[config.mk]
export PLATFORM = sky130hd
export DESIGN_NAME = can_int_arbiter
export DESIGN_NICKNAME = d
export VERILOG_FILES = /design/src/rtl/can_int_pkg.sv /design/src/rtl/can_pend_bank.sv /design/src/rtl/can_prio_enc.sv /design/src/rtl/can_int_arbiter.sv
export SDC_FILE = /design/constraint.sdc
export NUM_CORES = 1
export LEC_CHECK = 0
export BUFFER_PORTS_ARGS = -buffer_cell sky130_fd_sc_hd__buf_2
export CAP_MARGIN = 20
export CORE_MARGIN = 5
export CORE_UTILIZATION = 45
export DETAILED_ROUTE_END_ITERATION = 7
export MAX_ROUTING_LAYER = met4
export PLACE_DENSITY = 0.74
export SYNTH_ARGS = -nofsm -noshare
export SYNTH_HDL_FRONTEND = slang
export SYNTH_HIERARCHICAL = 1
export SYNTH_SLANG_ARGS = --single-unit
[constraint.sdc]
create_clock -name clk -period 1.7 [get_ports clk]
set_input_delay 0.085 -clock clk [delete_from_list [all_inputs] [get_ports clk]]
set_output_delay 0.085 -clock clk [all_outputs]
set_load 0.05 [all_outputs]
[src/rtl/can_int_pkg.sv]
package can_int_pkg;
  localparam int ID_W = 16;
  typedef logic [ID_W-1:0] int_id_t;
  localparam int_id_t ID_NONE   = '0;
  localparam int_id_t ID_STATUS = int_id_t'(16'h8000);
endpackage

[src/rtl/can_pend_bank.sv]
// Bank of sticky pending flags; a set beats a clear on the same bit.
module can_pend_bank #(
  parameter int W = 32
) (
  input  logic         clk,
  input  logic         rst,
  input  logic [W-1:0] set_i,
  input  logic [W-1:0] clr_i,
  output logic [W-1:0] q_o,
  output logic [W-1:0] d_o
);
  assign d_o = (q_o & ~clr_i) | set_i;

  always_ff @(posedge clk) begin
    if (rst) q_o <= '0;
    else     q_o <= d_o;
  end

  // a set strobe always leaves its flag high
  p_set_wins_r9: assert property (@(posedge clk) disable iff (rst)
    (set_i != '0) |=> ((q_o & $past(set_i)) == $past(set_i)));

  // flags without a strobe keep their value
  p_flag_hold_r6: assert property (@(posedge clk) disable iff (rst)
    1'b1 |=> (((q_o ^ $past(q_o)) & ~$past(set_i | clr_i)) == '0));
endmodule

[src/rtl/can_prio_enc.sv]
// Finds the lowest set bit and reports it as a 1-based number.
module can_prio_enc #(
  parameter int W    = 32,
  parameter int ID_W = 16
) (
  input  logic [W-1:0]    vec_i,
  output logic            found_o,
  output logic [ID_W-1:0] num_o
);
  always_comb begin
    num_o = '0;
    for (int i = W - 1; i >= 0; i--) begin
      if (vec_i[i]) num_o = ID_W'(i + 1);
    end
  end

  assign found_o = |vec_i;

  // a reported number points at a set bit
  always_comb begin
    if (found_o) p_num_valid_r4: assert (num_o != '0);
  end
endmodule

[src/rtl/can_int_arbiter.sv]
module can_int_arbiter
  import can_int_pkg::*;
#(
  parameter int NOBJ = 32
) (
  input  logic            clk,
  input  logic            rst,
  input  logic [NOBJ-1:0] obj_set_i,
  input  logic [NOBJ-1:0] obj_clr_i,
  input  logic            stat_set_i,
  input  logic            stat_rd_i,
  input  logic            ie_we_i,
  input  logic            ie_wdata_i,
  output logic            ie_o,
  output logic [ID_W-1:0] int_id_o,
  output logic            irq_o
);
  localparam int_id_t MAX_OBJ_ID = int_id_t'(NOBJ);

  logic [NOBJ-1:0] obj_q, obj_d;
  logic [0:0]      stat_q, stat_d;
  logic            obj_found;
  int_id_t         obj_num;
  int_id_t         id_next;
  logic            ie_next;

  can_pend_bank #(.W(NOBJ)) u_obj_bank (
    .clk(clk), .rst(rst), .set_i(obj_set_i), .clr_i(obj_clr_i),
    .q_o(obj_q), .d_o(obj_d)
  );

  can_pend_bank #(.W(1)) u_stat_bank (
    .clk(clk), .rst(rst), .set_i(stat_set_i), .clr_i(stat_rd_i),
    .q_o(stat_q), .d_o(stat_d)
  );

  // encode the flags as they will be after this edge
  can_prio_enc #(.W(NOBJ), .ID_W(ID_W)) u_enc (
    .vec_i(obj_d), .found_o(obj_found), .num_o(obj_num)
  );

  always_comb begin
    if (stat_d[0])      id_next = ID_STATUS;
    else if (obj_found) id_next = obj_num;
    else                id_next = ID_NONE;
  end

  assign ie_next = ie_we_i ? ie_wdata_i : ie_o;

  always_ff @(posedge clk) begin
    if (rst) begin
      ie_o     <= 1'b0;
      int_id_o <= ID_NONE;
      irq_o    <= 1'b0;
    end else begin
      ie_o     <= ie_next;
      int_id_o <= id_next;
      irq_o    <= ie_next && (id_next != ID_NONE);
    end
  end

  // only legal identifier codes appear
  p_legal_code_r12: assert property (@(posedge clk) disable iff (rst)
    (int_id_o == ID_NONE) || (int_id_o == ID_STATUS) || (int_id_o <= MAX_OBJ_ID));

  // request line tracks identifier and enable
  p_irq_gate_r8: assert property (@(posedge clk) disable iff (rst)
    irq_o == (ie_o && (int_id_o != ID_NONE)));

  // a pending status cause is what gets reported
  p_status_top_r3: assert property (@(posedge clk) disable iff (rst)
    stat_q[0] |-> (int_id_o == ID_STATUS));

  // identifier pointing at an object means that object is pending
  p_obj_pending_r6: assert property (@(posedge clk) disable iff (rst)
    ((int_id_o != ID_NONE) && (int_id_o != ID_STATUS)) |-> obj_q[int_id_o - 1]);

  // enable writes alone never move the identifier
  p_ie_no_effect_r11: assert property (@(posedge clk) disable iff (rst)
    (obj_set_i == '0 && obj_clr_i == '0 && !stat_set_i && !stat_rd_i) |=> $stable(int_id_o));
endmodule

# ---- Yosys cells after proc, flatten, opt, wreduce, memory -nomap -nowiden
# Cells that the tools add are included.
dict set report word_totals {
  reg_bits 51
  in_bits 70
  out_inout_bits 18
  word_cells 49
}
dict set report classes {
  n_mux 35
  bitwise 6
  reduce_logical 3
}
# cell count
set op_table {}
lappend op_table {{$mux W6} 32}
lappend op_table {{$and A32 B32 Y32} 1}
lappend op_table {{$mux W16} 2}
lappend op_table {{$not A32 Y32} 1}
lappend op_table {{$or A32 B32 Y32} 1}
lappend op_table {{$reduce_or A32 Y1} 1}
lappend op_table {{$reduce_bool A16 Y1} 1}
lappend op_table {{$and A1 B1 Y1} 1}
lappend op_table {{$logic_and A1 B1 Y1} 1}
lappend op_table {{$mux W1} 1}
lappend op_table {{$not A1 Y1} 1}
lappend op_table {{$or A1 B1 Y1} 1}

# ---- Logic depth before layout (Yosys ltp)
# Gate-level depths: netlist of the first run.
dict set report logic_depth {
  depth_word 39
  mapped_depth 9
  mapped_depth_nobuf 9
}

# ---- By module
# The synthesis of the first run kept the hierarchy.
# module instances cells_per_inst area_per_inst_um2 seq_area_each_um2
set modules_own_cells {}
lappend modules_own_cells {{can_pend_bank (u_obj_bank)} 1 163 1275.0 640.6}
lappend modules_own_cells {can_int_arbiter 1 46 553.0 360.3}
lappend modules_own_cells {can_prio_enc 1 82 510.5 0.0}
lappend modules_own_cells {{can_pend_bank (u_stat_bank)} 1 5 50.0 20.0}

# ---- Least setup slack after synthesis of the first run
# Ideal clock, no wire load.
dict set report synth_timing {
  path_kind {register -> register}
  startpoint {register u_obj_bank.q_o[0]}
  endpoint {register irq_o}
  setup_ns 0.119
  arrival_ns 1.737
  required_time_ns 1.581
  slack_ns -0.156
  stages_incl_launch_ff 8
  path_buffers 0
  synth_period_minus_slack_ns 1.856
  path_cell_list {dfxtp_1 nand2b_1 nand2_1 or3_1 nor4_1 a211oi_1 or3_1 o221a_1}
}
dict set report synth_via {
  elab_chain_cells 7
  elab_cells_between_ends 8
  cone_classes {mux: 3; bitwise: 2; reduce/logical: 3}
}
# item line
set synth_lines {}
lappend synth_lines {{from (decl)} can_pend_bank.sv:9} ;# output logic [W-1:0] q_o,
lappend synth_lines {{from (signal assigned)} can_pend_bank.sv:16} ;# else q_o <= d_o;
lappend synth_lines {{$and A32 B32 Y32} can_pend_bank.sv:12} ;# assign d_o = (q_o & ~clr_i) | set_i;
lappend synth_lines {{$or A32 B32 Y32} can_pend_bank.sv:12}
lappend synth_lines {{net obj_d[0]} can_int_arbiter.sv:20} ;# logic [NOBJ-1:0] obj_q, obj_d;
lappend synth_lines {{$mux W6} can_prio_enc.sv:13} ;# if (vec_i[i]) num_o = ID_W'(i + 1);
lappend synth_lines {{net obj_num[0]} can_int_arbiter.sv:23} ;# int_id_t obj_num;
lappend synth_lines {{$mux W16} can_int_arbiter.sv:44} ;# else if (obj_found) id_next = obj_num;
lappend synth_lines {{$mux W16} can_int_arbiter.sv:43} ;# if (stat_d[0]) id_next = ID_STATUS;
lappend synth_lines {{$reduce_bool A16 Y1} can_int_arbiter.sv:58} ;# irq_o <= ie_next && (id_next != ID_NONE);
lappend synth_lines {{$logic_and A1 B1 Y1} can_int_arbiter.sv:58}
lappend synth_lines {{to (signal assigned)} can_int_arbiter.sv:58}
lappend synth_lines {{to (decl)} can_int_arbiter.sv:16} ;# output logic irq_o
# The timed path passes the listed nets, and every way through them passes these cells.
# A chain may end at the register's enable or synchronous reset.

# ---- Final worst setup path of the first run
dict set report layout_timing {
  startpoint {register u_obj_bank.q_o[27]}
  endpoint {register irq_o}
}
dict set report layout_via {
  elab_chain_cells 34
  elab_cells_between_ends 35
  cone_classes {mux: 30; bitwise: 2; reduce/logical: 3}
}
# item line
set layout_lines {}
lappend layout_lines {{$and A32 B32 Y32} can_pend_bank.sv:12}
lappend layout_lines {{$or A32 B32 Y32} can_pend_bank.sv:12}
lappend layout_lines {{net obj_d[27]} can_int_arbiter.sv:20}
lappend layout_lines {{$mux W6 (28 in a row)} can_prio_enc.sv:13}
lappend layout_lines {{net obj_num[2]} can_int_arbiter.sv:23}
lappend layout_lines {{$mux W16} can_int_arbiter.sv:44}
lappend layout_lines {{$mux W16} can_int_arbiter.sv:43}
lappend layout_lines {{$reduce_bool A16 Y1} can_int_arbiter.sv:58}
lappend layout_lines {{$logic_and A1 B1 Y1} can_int_arbiter.sv:58}
# The timed path passes the listed nets, and every way through them passes these cells.

==> impl_metrics.toml, run 1 <==
[global_route]
grt_pass1_vias = 2342
grt_usage = 0.173
antenna_found_initial = 0
grt_pass1_wl_um = 9720
grt_max_degree = 20
gr-total-overflow = 0

[timing]
fin_crit_sh = 1.14
timing.fmax_mhz = 517
skew_ns = 0.00508
layout_min_cycle_time_ns = 1.94
hold_viol = 0
rsz0062_at_grt = "true"
setup_viol = 7
slew_viol_final = 0
setup_slack_ns = -0.236

[finish]
syn2layout_area_growth_pct = 39.9
final_util = 0.650
instances_no_fill = 497
fin_nets = 496
final_area_mm2 = 0.00334
drive_above_1_share = 0.379
n_antenna_cell = 0

[worst_setup_path]
cp.buffers_inverters = 1
cpLargestDelayFamily = "simple AND/OR/NAND/NOR gates"
cp-end-kind = "flop"
r2r-start = "u_obj_bank/q_o[27]"
criticalPathCategory = "reg -> reg"
crit_fanout = 2
rrSetupSlack_ns = -0.24
cp_slowest_cell = "dfxtp_1"
worstPathArrival_ns = 2.15
cpPeakStageDelay_ns = 0.31
crit_start = "u_obj_bank/q_o[27]"
cp_cell_sequence = "nand2b_1 > nand2_2 > nor4_4 > buf_4 > o211ai_2 > nand3_1 > a21boi_1 > nor4_1 > nand4_1 > o221a_1"
start_kind = "flop"
cp.required_ns = 1.91

[power]
power_density_mw_per_mm2 = 748
power_leakage_nw = 1.70
total_power_mw = 2.50
vdd_drop_max_v = 0.000444

[yosys]
yosys-top-cells-count = "51 x dfxtp_1, 38 x inv_1, 37 x nand2b_1"
synth_warnings = 6
synth-seq-cells = 51
syn_area_mm2 = 0.00239
synth_edf_count = 0
ys.flop_type = "dfxtp_1"
synth_most_common_cell = "dfxtp_1"
yosysTopAreaCellShare = 0.427
yosys.area.top_type = "dfxtp_1"
avgSynthCellArea_um2 = 8.07
netlist_instances = 296
ys_types = 35
postSynth.asyncResetShare = 0
synth.area.top_cells = "dfxtp_1 43%, nand2b_1 9.7%, a21oi_1 7.5%, inv_1 6.0%, nand2_1 5.7%"
yosysSeqAreaShare = 0.427

[routing]
drcViolationCount = 0
dr.max_layer_used = "met4"
via_count = 2310
wl_um = 5730
wl_met1_um = 2360
via_per_inst = 4.65
wl_per_cell_um = 11.5
antenna_left = 0
drt_iter0_markers = 90
wl_met3_um = 349
drtPass1Iterations = 4
dr_wl_met2_um = 2920

[clocking]
root_buffer = "clkbuf_8"
cts_buffers = 5
cts_tree = "built"
cts.sinks = 51
clkLatencyLatePin_ns = 0.31
cts_hold_buf = 0
htreeDepth = 2
clkSlewWorstSetupHoldPaths_ns = 0.10
cts_buffer_depth = 2

[floorplan]
die_area_mm2 = 0.00686
die_w_um = 82.9
rows = 26
io_pins = 88
fp.coreArea_mm2 = 0.00514
initial_utilization = 0.465
die_h_um = 82.9

[status]
outcome = "finished with violations"
violations = "setup timing"

[place]
port_buffers = 87
hpwl_um = 4630
dp_cells = 483
gp_congestion = 0.800
placed_cell_area_mm2 = 0.00315

[hold_path]
hp-start = "obj_set_i[28]"
hp-class = "in -> reg"

[job]
drv_cap = 0
==> power by group <==
group	switching, mW	internal, mW	total (mW)
Combinational	0.270	0.215	0.486
Clock	0.430	0.303	0.733
Sequential	0.0190	1.26	1.28
==> flip-flops by register name, summed over array words and instances (netlist names) <==
name             count
ie_o                 1
int_id_o            16
irq_o                1
u_obj_bank/q_o      32
u_stat_bank/q_o      1
==> worst register-to-register path, stage by stage, from the launching register on <==
cell      delay, ns
dfxtp_1        0.31
nand2b_1       0.10
nand2_2        0.09
nor4_4         0.30
buf_4          0.16
o211ai_2       0.09
nand3_1        0.11
a21boi_1       0.08
nor4_1         0.24
nand4_1        0.15
o221a_1        0.22
==> timing repair <==
| action | CTS | global route |
|---|---|---|
| gates resized for setup | 9 | 3 |
| pin swaps | 7 | 9 |
| buffers inserted | 2 | 4 |
| endpoints found under the setup margin | 7 | 7 |
| endpoints found under the hold margin | 0 | 0 |
==> logic make-up (layout without fill, tap and decap cells) <==
kind of cell / Yosys count / after routing / synth area share
AOI/OAI and AO/OA: 53 / 53 / 0.129
buffers and inverters: 52 / 174 / 0.110
DFF: 51 / 51 / 0.427
muxes: 1 / 1 / 0.00419
other: 1 / 10 / 0.00157
and+or+nand+nor: 138 / 138 / 0.328
==> final cells by class <==
cell class | instances | area, µm²
inverters | 38 | 143
multi-input cells | 202 | 1240
clock buffers | 5 | 68.8
repair buffers | 128 | 756
well taps | 70 | 87.6
flip-flops and latches | 51 | 1020
clock inverters | 3 | 26.3
fillers | 482 | 1800
==> through the flow <==
step	setup TNS, ns	hold WS [ns]	worst slack, ns
floorplan	-0.0808	0.147	-0.0662
global placement	-1.15	0.330	-0.198
detailed placement	-1.56	0.344	-0.250
CTS	-1.11	0.0164	-0.197
global route	-2.34	0.0120	-0.428
finish	-1.30	0.0184	-0.236
==> layer usage <==
layer | vias up | GRT usage
li1 | 1208 | -
met1 | 1029 | 0.201
met4 | 0 | 0.0520
met5 | - | -
met2 | 61 | 0.285
met3 | 12 | 0.0545
==> layout by cell type, fill, tap and decap left out, types with 2 or more instances in the layout <==
| cell type | n |
|---|---|
| a31oi_1 | 2 |
| nor4_1 | 3 |
| nand3_1 | 2 |
| nor4_2 | 3 |
| buf_2 | 87 |
| conb_1 | 10 |
| nand4_1 | 3 |
| and2_4 | 2 |
| nand2_1 | 29 |
| buf_4 | 40 |
| nand2b_1 | 37 |
| or3_1 | 5 |
| o21ai_0 | 3 |
| nor3_1 | 5 |
| a221oi_1 | 2 |
| and2_1 | 14 |
| inv_6 | 2 |
| nor2_1 | 17 |
| nor4_4 | 5 |
| nand2_2 | 7 |
| dfxtp_1 | 50 |
| a21oi_1 | 36 |
| clkbuf_8 | 5 |
| inv_1 | 38 |
==> path summary, 6_finish.rpt <==
path / endpoint / cells after the start
max: irq_o / 10
min reg2reg: u_obj_bank/q_o[9] / 2
max reg2reg: irq_o / 10
min: u_obj_bank/q_o[28] / 3
No activity file was read; power rests on OpenSTA's default activity.
==> run 2, diff against run 1 <==
--- a/config.mk
+++ b/config.mk
@@ -8,10 +8,10 @@
 export BUFFER_PORTS_ARGS = -buffer_cell sky130_fd_sc_hd__buf_2
 export CAP_MARGIN = 20
 export CORE_MARGIN = 5
-export CORE_UTILIZATION = 45
+export CORE_UTILIZATION = 49
 export DETAILED_ROUTE_END_ITERATION = 7
 export MAX_ROUTING_LAYER = met4
-export PLACE_DENSITY = 0.74
+export PLACE_DENSITY = 0.76
 export SYNTH_ARGS = -nofsm -noshare
 export SYNTH_HDL_FRONTEND = slang
 export SYNTH_HIERARCHICAL = 1
==> constraint.sdc (replaced) <==
create_clock -name clk -period 2.15 [get_ports clk]
set_input_delay 0.1075 -clock clk [delete_from_list [all_inputs] [get_ports clk]]
set_output_delay 0.1075 -clock clk [all_outputs]
set_load 0.05 [all_outputs]
==> run 2 against run 1 <==
Compared with the run above: the flow now finishes without violations; sequential power fell by 21%; utilization fell by 3.1 points; clock-buffer cell count rose by 2; global-route usage fell by 0.18 points; sequential share of layout area rose by 4.3 points; first-iteration DRC count fell by 5.6%; register-to-register slack improved by 0.36 ns; combinational power fell by 36%; fmax fell by 4.4%; clock power fell by 29%; non-clock buffer count fell by 41; die area fell by 7.2%; critical path type unchanged; critical endpoint unchanged.
==> impl_metrics.toml, run 2 (same netlist as run 1, synthesis figures left out) <==
[status]
outcome = "finished, final reports clean"

[finish]
final_util = 0.619
final_cell_mix = "87 x buf_2, 51 x dfxtp_1, 38 x inv_1"
mostFrequentLayoutCell = "buf_2"
regMostFlops = "u_obj_bank/q_o"
fillers = 433
drive_above_1_share = 0.275
n_antenna_cell = 0
largest_reg_flops = 32
reg.largest.list = "u_obj_bank/q_o (32), int_id_o (16)"
fin_nets = 455
syn2layout_area_growth_pct = 22.3

[routing]
drtPass1Iterations = 4
wl_um = 5080
via_per_inst = 4.61
antenna_left = 0
drcViolationCount = 0
via_count = 2087
drt_iter0_markers = 85
wl_per_cell_um = 11.2

[timing]
skew_ns = 0.00436
fin_tns_setup_ns = 0
slew_viol_final = 0
setup_viol = 0
rsz0062_at_grt = "true"
setup_slack_ns = 0.126
hold_viol = 0
slew_headroom = 0.540
fin_crit_sh = 0.941
tightest_slew_ns = 0.690
layout_min_cycle_time_ns = 2.02
hold_ws_ns = 0.0506
timing.fmax_mhz = 494

[power]
sequentialPowerShare = 0.548
clockPowerShare = 0.284
power_switching_share = 0.269
p_sw_mw = 0.496
vdd_drop_max_v = 0.000349
combPwrFrac = 0.168
power_density_mw_per_mm2 = 630
total_power_mw = 1.84
intPower_mw = 1.35
power_leakage_nw = 1.46

[worst_setup_path]
rrSetupSlack_ns = 0.13
worstPathArrival_ns = 2.22
cp.required_ns = 2.34
worstSetupPathDepth = 7
cpPeakStageDelay_ns = 0.42
crit_top_cell = "or3_1"
cp_slowest_cell = "or3_1"
criticalPathCategory = "reg -> reg"
cp.buffers_inverters = 0
start_kind = "flop"
cp-end-kind = "flop"
cpLargestDelayFamily = "simple AND/OR/NAND/NOR gates"
reg2reg_to = "irq_o"
r2r-start = "u_obj_bank/q_o[0]"
cp_cell_sequence = "nand2b_1 > nand2_1 > or3_1 > nor4_1 > a211oi_1 > or3_1 > o221a_1"
r2r_cells = 7
crit_fanout = 5

[clocking]
cts_buffer_depth = 2
cts_setup_buffers = 0
htreeDepth = 2
cts.sinks = 51
cts_tree = "built"
root_buffer = "clkbuf_8"
clkSlewWorstSetupHoldPaths_ns = 0.09
clkLatencyLatePin_ns = 0.30
cts_buffers = 5

[floorplan]
fp.coreArea_mm2 = 0.00472
initial_utilization = 0.506
die_h_um = 79.8
io_pins = 88
die_area_mm2 = 0.00637
die_w_um = 79.8
rows = 25

[global_route]
grt_usage = 0.171
grt_pass1_vias = 2085
grt_max_degree = 37
gr-total-overflow = 0
antenna_found_initial = 0
grt_pass1_wl_um = 8420

[hold_path]
hp-class = "in -> reg"
min_path_cells = 3
hold_end = "u_obj_bank/q_o[6]"
hp-start = "obj_set_i[6]"

[job]
drv_cap = 0

[place]
port_buffers = 87
hpwl_um = 4170
place_ws_ns = 0.132
gp_congestion = 0.779
run 2: cell types whose count changed in the layout (fill, tap and decap cells not counted), moves of 2 or more:
cell	before	now
nor4_4	5	1
buf_4	40	0
and2_4	2	0
and2_1	14	16
nand2_2	7	0
nor4_2	3	6
nand2_1	29	36
inv_6	2	0
clkbuf_1	0	2
run 2: layout make-up:
| cell class | count | area, µm² | area share |
|---|---|---|---|
| Multi-Input combinational cell | 202 | 1160 | 0.396 |
| Sequential cell | 51 | 1020 | 0.349 |
| Timing Repair Buffer | 87 | 435 | 0.149 |
| Inverter | 38 | 143 | 0.0488 |
| Tap cell | 67 | 83.8 | 0.0287 |
| Clock buffer | 7 | 76.3 | 0.0261 |
| Clock inverter | 1 | 5.00 | 0.00171 |
run 2: how the worst max path moves through the flow:
| stage | startpoint | endpoint | slack, ns |
|---|---|---|---|
| 3_3_place_gp | u_obj_bank/q_o[10] | irq_o | 0.18 |
| 6_report | u_obj_bank/q_o[0] | irq_o | 0.13 |
| 3_5_place_dp | u_obj_bank/q_o[10] | irq_o | 0.13 |
| 4_1_cts | u_obj_bank/q_o[10] | irq_o | 0.12 |
| 5_1_grt | u_obj_bank/q_o[22] | irq_o | -0.01 |
| 2_1_floorplan | u_obj_bank/q_o[0] | irq_o | 0.29 |
run 2: worst min-delay path: stages:
cell	delay [ns]
buf_2	0.09
inv_1	0.05
a21oi_1	0.05
run 2: layer usage:
layer	wire length [µm]	up-vias	global-route usage	part of all wire
met2	2480	64	0.293	0.49
li1	-	1123	-	-
met5	0	-	-	0
met1	2190	894	0.196	0.43
met3	343	6	0.0406	0.068
met4	65	0	0.0574	0.013
run 2: power groups by stage:
stage	Combinational [mW]	Clock, mW	Sequential [mW]
after floorplan	0.177	0	1.07
after global placement	0.300	0	1.03
after detailed placement	0.305	0	1.03
after CTS	0.306	0.544	1.01
after global routing	0.347	0.588	1.02
final	0.309	0.523	1.01
run 2: metrics by stage:
step                      cells  area (µm²)
final                       453        2920
after global routing        453        2920
after CTS                   453        2900
after detailed placement    445        2820
after global placement      445        2820
after floorplan             305        2420
run 2: what timing repair did:
action | 4_1_cts | 5_1_grt
gates resized for setup | 0 | 3
hold buffers | 0 | 0
setup endpoints to repair | 0 | 7
